===== src/rtl/rpt_exc_pkg.sv =====
package rpt_exc_pkg;
  localparam int unsigned N_EXC = 5;

  // bit index in request vectors == priority rank (0 highest)
  localparam int unsigned IX_CPU_AE    = 0;
  localparam int unsigned IX_DMA_AE    = 1;
  localparam int unsigned IX_UBRK_PRE  = 2;
  localparam int unsigned IX_IRQ       = 3;
  localparam int unsigned IX_UBRK_POST = 4;

  typedef enum logic [1:0] {
    POS_ORD = 2'd0,
    POS_NEAR = 2'd1,
    POS_END = 2'd2,
    POS_RSV = 2'd3
  } pos_e;

  typedef enum logic [2:0] {
    EXC_NONE      = 3'd0,
    EXC_CPU_AE    = 3'd1,
    EXC_DMA_AE    = 3'd2,
    EXC_UBRK_PRE  = 3'd3,
    EXC_IRQ       = 3'd4,
    EXC_UBRK_POST = 3'd5
  } exc_e;
endpackage


===== src/rtl/rpt_pos_qual.sv =====
module rpt_pos_qual
  import rpt_exc_pkg::*;
#(
  parameter int unsigned RCW = 12
) (
  input  logic [1:0]       pos_i,
  input  logic [RCW-1:0]   rpt_cnt_i,
  output logic [N_EXC-1:0] elig_o
);
  pos_e eff_pos;

  always_comb begin
    if (rpt_cnt_i == '0) eff_pos = POS_ORD;
    else begin
      unique case (pos_i)
        2'd1:    eff_pos = POS_NEAR;
        2'd2:    eff_pos = POS_END;
        default: eff_pos = POS_ORD;
      endcase
    end
  end

  for (genvar g = 0; g < N_EXC; g++) begin : g_elig
    always_comb begin
      unique case (eff_pos)
        POS_NEAR: elig_o[g] = (g == IX_CPU_AE) || (g == IX_UBRK_PRE);
        POS_END:  elig_o[g] = (g == IX_CPU_AE);
        default:  elig_o[g] = 1'b1;
      endcase
    end
  end
endmodule


===== src/rtl/rpt_pend_store.sv =====
module rpt_pend_store
  import rpt_exc_pkg::*;
(
  input  logic             clk_i,
  input  logic             rst_ni,
  input  logic [N_EXC-1:0] raw_i,
  input  logic [N_EXC-1:0] grant_i,
  input  logic             ae_in_rpt_i,
  input  logic             ae_is_data_i,
  output logic [N_EXC-1:0] pend_o,
  output logic             eff_ae_rpt_o,
  output logic             eff_ae_data_o
);
  logic [N_EXC-1:0] pend_q;
  logic             ae_rpt_q, ae_data_q;

  for (genvar g = 0; g < N_EXC; g++) begin : g_pend
    always_ff @(posedge clk_i or negedge rst_ni) begin
      if (!rst_ni) pend_q[g] <= 1'b0;
      else         pend_q[g] <= (pend_q[g] | raw_i[g]) & ~grant_i[g];
    end

    a_r6_hold: assert property (@(posedge clk_i) disable iff (!rst_ni)
      (pend_q[g] && !grant_i[g]) |=> pend_q[g]);
    a_r7_clear: assert property (@(posedge clk_i) disable iff (!rst_ni)
      (grant_i[g] && !raw_i[g]) |=> !pend_q[g]);
  end

  always_ff @(posedge clk_i or negedge rst_ni) begin
    if (!rst_ni) begin
      ae_rpt_q  <= 1'b0;
      ae_data_q <= 1'b0;
    end else if (raw_i[IX_CPU_AE]) begin
      ae_rpt_q  <= ae_in_rpt_i;
      ae_data_q <= ae_is_data_i;
    end
  end

  assign pend_o        = pend_q;
  assign eff_ae_rpt_o  = raw_i[IX_CPU_AE] ? ae_in_rpt_i  : ae_rpt_q;
  assign eff_ae_data_o = raw_i[IX_CPU_AE] ? ae_is_data_i : ae_data_q;
endmodule


===== src/rtl/rpt_prio_sel.sv =====
module rpt_prio_sel #(
  parameter int unsigned N  = 5,
  localparam int unsigned IW = $clog2(N)
) (
  input  logic [N-1:0]  req_i,
  output logic [N-1:0]  grant_o,
  output logic [IW-1:0] idx_o,
  output logic          any_o
);
  always_comb begin
    grant_o = '0;
    idx_o   = '0;
    for (int i = N - 1; i >= 0; i--) begin
      if (req_i[i]) begin
        grant_o    = '0;
        grant_o[i] = 1'b1;
        idx_o      = IW'(i);
      end
    end
  end

  assign any_o = |req_i;
endmodule


===== src/rtl/rpt_exc_gate.sv =====
module rpt_exc_gate
  import rpt_exc_pkg::*;
#(
  parameter int unsigned AW          = 32,
  parameter int unsigned RCW         = 12,
  parameter int unsigned CW          = 12,
  parameter logic [CW-1:0] CODE_RPT_AE = 12'h070,
  parameter logic [CW-1:0] CODE_IAE    = 12'h0E0,
  parameter logic [CW-1:0] CODE_DAE    = 12'h100,
  parameter logic [CW-1:0] CODE_DMA_AE = 12'h5C0,
  parameter logic [CW-1:0] CODE_UBRK   = 12'h1E0,
  parameter logic [CW-1:0] CODE_IRQ    = 12'h200
) (
  input  logic           clk_i,
  input  logic           rst_ni,
  input  logic           slot_valid_i,
  input  logic [1:0]     pos_i,
  input  logic [AW-1:0]  pc_i,
  input  logic [RCW-1:0] rpt_cnt_i,
  input  logic           req_irq_i,
  input  logic           req_dma_ae_i,
  input  logic           req_ubrk_pre_i,
  input  logic           req_ubrk_post_i,
  input  logic           req_cpu_ae_i,
  input  logic           ae_in_rpt_i,
  input  logic           ae_is_data_i,
  output logic           accept_o,
  output logic [2:0]     exc_type_o,
  output logic [CW-1:0]  evt_code_o,
  output logic [AW-1:0]  saved_pc_o
);
  localparam int unsigned IW = $clog2(N_EXC);

  logic [N_EXC-1:0] raw, elig, pend, cand, grant;
  logic [IW-1:0]    sel_idx;
  logic             sel_any, eff_ae_rpt, eff_ae_data;
  logic [CW-1:0]    code_d;

  always_comb begin
    raw               = '0;
    raw[IX_CPU_AE]    = req_cpu_ae_i;
    raw[IX_DMA_AE]    = req_dma_ae_i;
    raw[IX_UBRK_PRE]  = req_ubrk_pre_i;
    raw[IX_IRQ]       = req_irq_i;
    raw[IX_UBRK_POST] = req_ubrk_post_i;
  end

  rpt_pos_qual #(.RCW(RCW)) i_pos_qual (
    .pos_i    (pos_i),
    .rpt_cnt_i(rpt_cnt_i),
    .elig_o   (elig)
  );

  rpt_pend_store i_pend_store (
    .clk_i        (clk_i),
    .rst_ni       (rst_ni),
    .raw_i        (raw),
    .grant_i      (grant),
    .ae_in_rpt_i  (ae_in_rpt_i),
    .ae_is_data_i (ae_is_data_i),
    .pend_o       (pend),
    .eff_ae_rpt_o (eff_ae_rpt),
    .eff_ae_data_o(eff_ae_data)
  );

  assign cand = (pend | raw) & elig & {N_EXC{slot_valid_i}};

  rpt_prio_sel #(.N(N_EXC)) i_prio_sel (
    .req_i  (cand),
    .grant_o(grant),
    .idx_o  (sel_idx),
    .any_o  (sel_any)
  );

  always_comb begin
    unique case (sel_idx)
      IW'(IX_CPU_AE):   code_d = eff_ae_rpt  ? CODE_RPT_AE :
                                 eff_ae_data ? CODE_DAE : CODE_IAE;
      IW'(IX_DMA_AE):   code_d = CODE_DMA_AE;
      IW'(IX_IRQ):      code_d = CODE_IRQ;
      default:          code_d = CODE_UBRK;
    endcase
  end

  always_ff @(posedge clk_i or negedge rst_ni) begin
    if (!rst_ni) begin
      accept_o   <= 1'b0;
      exc_type_o <= EXC_NONE;
      evt_code_o <= '0;
      saved_pc_o <= '0;
    end else begin
      accept_o <= sel_any;
      if (sel_any) begin
        exc_type_o <= 3'(sel_idx) + 3'd1;
        evt_code_o <= code_d;
        saved_pc_o <= pc_i;
      end
    end
  end

  a_r10_slot_needed: assert property (@(posedge clk_i) disable iff (!rst_ni)
    accept_o |-> $past(slot_valid_i));
  a_r2_type_valid: assert property (@(posedge clk_i) disable iff (!rst_ni)
    accept_o |-> (exc_type_o inside {[3'd1:3'd5]}));
  a_r3_near_filter: assert property (@(posedge clk_i) disable iff (!rst_ni)
    (slot_valid_i && pos_i == 2'd1 && rpt_cnt_i != '0) |=>
      (!accept_o || exc_type_o == EXC_CPU_AE || exc_type_o == EXC_UBRK_PRE));
  a_r4_end_filter: assert property (@(posedge clk_i) disable iff (!rst_ni)
    (slot_valid_i && pos_i == 2'd2 && rpt_cnt_i != '0) |=>
      (!accept_o || exc_type_o == EXC_CPU_AE));
  a_r8_rpt_code: assert property (@(posedge clk_i) disable iff (!rst_ni)
    (slot_valid_i && req_cpu_ae_i && ae_in_rpt_i) |=>
      (accept_o && exc_type_o == EXC_CPU_AE && evt_code_o == CODE_RPT_AE));
endmodule


===== config.mk =====
export PLATFORM = sky130hd
export DESIGN_NAME = rpt_exc_gate
export DESIGN_NICKNAME = d
export VERILOG_FILES = /design/src/rtl/rpt_exc_pkg.sv /design/src/rtl/rpt_pos_qual.sv /design/src/rtl/rpt_pend_store.sv /design/src/rtl/rpt_prio_sel.sv /design/src/rtl/rpt_exc_gate.sv
export SDC_FILE = /design/constraint.sdc
export NUM_CORES = 1
export LEC_CHECK = 0
export BUFFER_PORTS_ARGS = -buffer_cell sky130_fd_sc_hd__buf_2
export CORE_ASPECT_RATIO = 0.7
export CORE_MARGIN = 2
export CORE_UTILIZATION = 46
export CTS_CLUSTER_SIZE = 8
export DETAILED_ROUTE_END_ITERATION = 16
export PLACE_DENSITY = 0.85
export SYNTH_ARGS = -nofsm -noshare
export SYNTH_HDL_FRONTEND = slang
export SYNTH_SLANG_ARGS = --single-unit
export TNS_END_PERCENT = 100

===== constraint.sdc =====
create_clock -name clk_i -period 3 [get_ports clk_i]
set_clock_uncertainty 0.15 [all_clocks]
set_input_delay 0 -clock clk_i [delete_from_list [all_inputs] [get_ports clk_i]]
set_output_delay 0 -clock clk_i [all_outputs]
set_load 0.03 [all_outputs]

==> run metrics <==
kind of critical path=input port to flop; core area=~4700 µm²; max cap viols=0; Via density=a little under 5; synth unique cells=a little over 40; layout cells sized above 1=0.378; row count=21; CTS Hold Bufs=43; Num CTS Buffers=5; worst endpoint required time=between 3 and 4 ns; Setup Fix Bufs, Post-CTS=0; number of nets in the layout=about 370; initial antenna violation count=0; setup_tns=0 ns; P&R area growth vs syn=45.4%; post-synthesis sequential area ratio=0.558; post_cts resized=0; worst rel slew slack=0.295; vias=around 1,800; Clock Root Buffer=clkbuf_8; register clock-pin slew on the reported worst setup and hold paths=0.08 ns; die height=62.4 µm; Mapped Cells=~170; DRC viols=0; worst path cell trace=buf_2 > nor4_1 > nand3_1 > and3b_1 > ha_1 > o211ai_1 > a21boi_0 > or2_2 > ha_1 > nand2_1 > a22o_1 > a31oi_1; Clk Latency, worst-skew pair=between 0.2 and 0.3 ns; share of the synthesized area in the top cell type=0.558; total die area=about 5500 µm²; Yosys top cell by area=dfrtp_1; Tightest Hold Check Type=input port to flop; First DRT Iteration DRCs=43; largest net degree at the start of global routing=51; Synth top cells by count=dfrtp_1, mux2_1, nand2_1, nor2_1; Pre-antenna DRT Iters=4; Final Hold Violating Endpoints=0; Leak=1.57 nW; Max clock buf depth=2; CP max FO=4; max-slew violation count=0; PortBufs=98; worst setup margin=approximately 0.47 ns; CTS H-tree depth=2; worst ir drop on vdd=about 0.45 mV; RePlAce Congestion=around 0.86; final setup vio count=0; Synth Warn #=0; most frequent cell after synthesis=dfrtp_1; Post-synth ARST share=1.00; largest stage delay on the critical path=~0.4 ns; final worst-path cycle share=0.842; PnR Total Power=1.77 mW; synthesized area=~2200 µm²; CP Buf/Inv Count=1; worst-margin pin slew=1.06 ns; post-detailed-route count of antenna-violating nets=0; first-pass GRT wire length=8630 µm; Clock Sink Count=50; Tmin final=2.53 ns; Crit. End Element=flop; Post-Syn Area per Cell=between 10 and 15 µm²; most frequent CP cell=ha_1; Non-Filler Instances=369; status=completed; vias in the first global route=approximately 1,800; main flop type after synthesis=dfrtp_1; synth top area cells=dfrtp_1, mux2_1, ha_1, buf_8, buf_4; Yosys reg bits=50; DP Worst Slack=0.190 ns; clock tree from TritonCTS=done; fmax=just under 400 MHz; # diodes=0; Post-synth EDFFs=0; CP startpoint kind=input port; unrepaired setup endpoints after global routing=no; slowest stage cell, crit path=a21boi_0; global route overflow=0; Worst EP arrival=approximately 2.6 ns; Routed WL=~5200 µm; Crit path max-delay family=compound AO/OA/AOI/OAI gates; power density cells=~540 nW/µm²; Post-Place Cells=roughly 320; dpl hpwl=about 3300 µm; Final Hold Slack=0.0679 ns; Initial Util=0.474; Die X=roughly 87 µm; DR WL/cell=between 10 and 15 µm; GR Util All Layers=0.200; Ports=104
through the flow:
| step | utilization | instance area (µm²) |
|---|---|---|
| after floorplan | - | 2260 |
| after global placement | 0.576 | 2720 |
| after detailed placement | 0.576 | 2720 |
| after CTS | 0.689 | 3260 |
| after global routing | 0.689 | 3260 |
| final | 0.689 | 3260 |
registers in the layout, indices dropped and copies added (netlist names):
name / count
accept_o: 1
evt_code_o: 7
exc_type_o: 3
i_pend_store.ae_data_q: 1
i_pend_store.ae_rpt_q: 1
i_pend_store.pend_o: 5
saved_pc_o: 32
cell families (layout without fill, tap and decap cells):
group,Yosys count,count (layout),share of synthesized area
fa+ha+maj,4,4,0.0223
flops,50,50,0.558
buf+inv,16,156,0.0586
mux,36,36,0.180
compound gates,27,27,0.0954
other cells,1,5,0.00167
simple gates,34,34,0.0837
layer usage:
metal	global-route usage	vias up	part of all wire
met4	0.0346	0	0.0031
li1	-	871	-
met2	0.331	62	0.50
met3	0.0449	3	0.059
met5	0	-	0
met1	0.273	859	0.44
worst paths after layout:
| check | from | endpoint | slack, ns | cells past startpoint |
|---|---|---|---|---|
| max reg2reg | i_pend_store.pend_o[3] | evt_code_o[8] | 0.72 | 7 |
| min reg2reg | saved_pc_o[10] | saved_pc_o[10] | 0.34 | 1 |
| max in group asynchronous | rst_ni | i_pend_store.pend_o[3] | 1.77 | 2 |
| min | req_cpu_ae_i | evt_code_o[10] | 0.07 | 4 |
| min in group asynchronous | rst_ni | saved_pc_o[12] | 0.28 | 2 |
| max | rpt_cnt_i[4] | evt_code_o[8] | 0.47 | 12 |
report_power, final:
part	total, mW	internal [mW]	switching (mW)
clock	0.459	0.250	0.209
sequential	0.797	0.755	0.0424
combinational	0.512	0.199	0.312
worst register-to-register path: cells and delay by family (launching register included):
kind            cells  cell delay (ns)
compound gates      4             1.14
fa+ha+maj           1             0.21
simple gates        2             0.33
flops               1             0.38
cell usage in the layout, fill, tap and decap left out, drive strengths merged, types with 2 or more instances in the layout:
cell / count
clkbuf: 7
o211a: 3
a21oi: 5
a31oi: 2
mux2: 35
nor2: 7
dfrtp: 50
conb: 5
inv: 5
or2: 3
nor4: 4
o211ai: 4
dlygate4sd3: 43
nand2: 10
o21a: 4
o21ai: 2
buf: 100
nor3: 3
ha: 4
nand2b: 2
area by class of cell:
class,count,area (µm²)
inverters,5,21.3
multi-input cells,106,875
clock buffers,7,76.3
fillers,364,1470
clock inverters,1,30.0
repair buffers,143,936
well taps,57,71.3
flip-flops and latches,50,1250
Note: power is estimated with default switching activity, not from simulation.
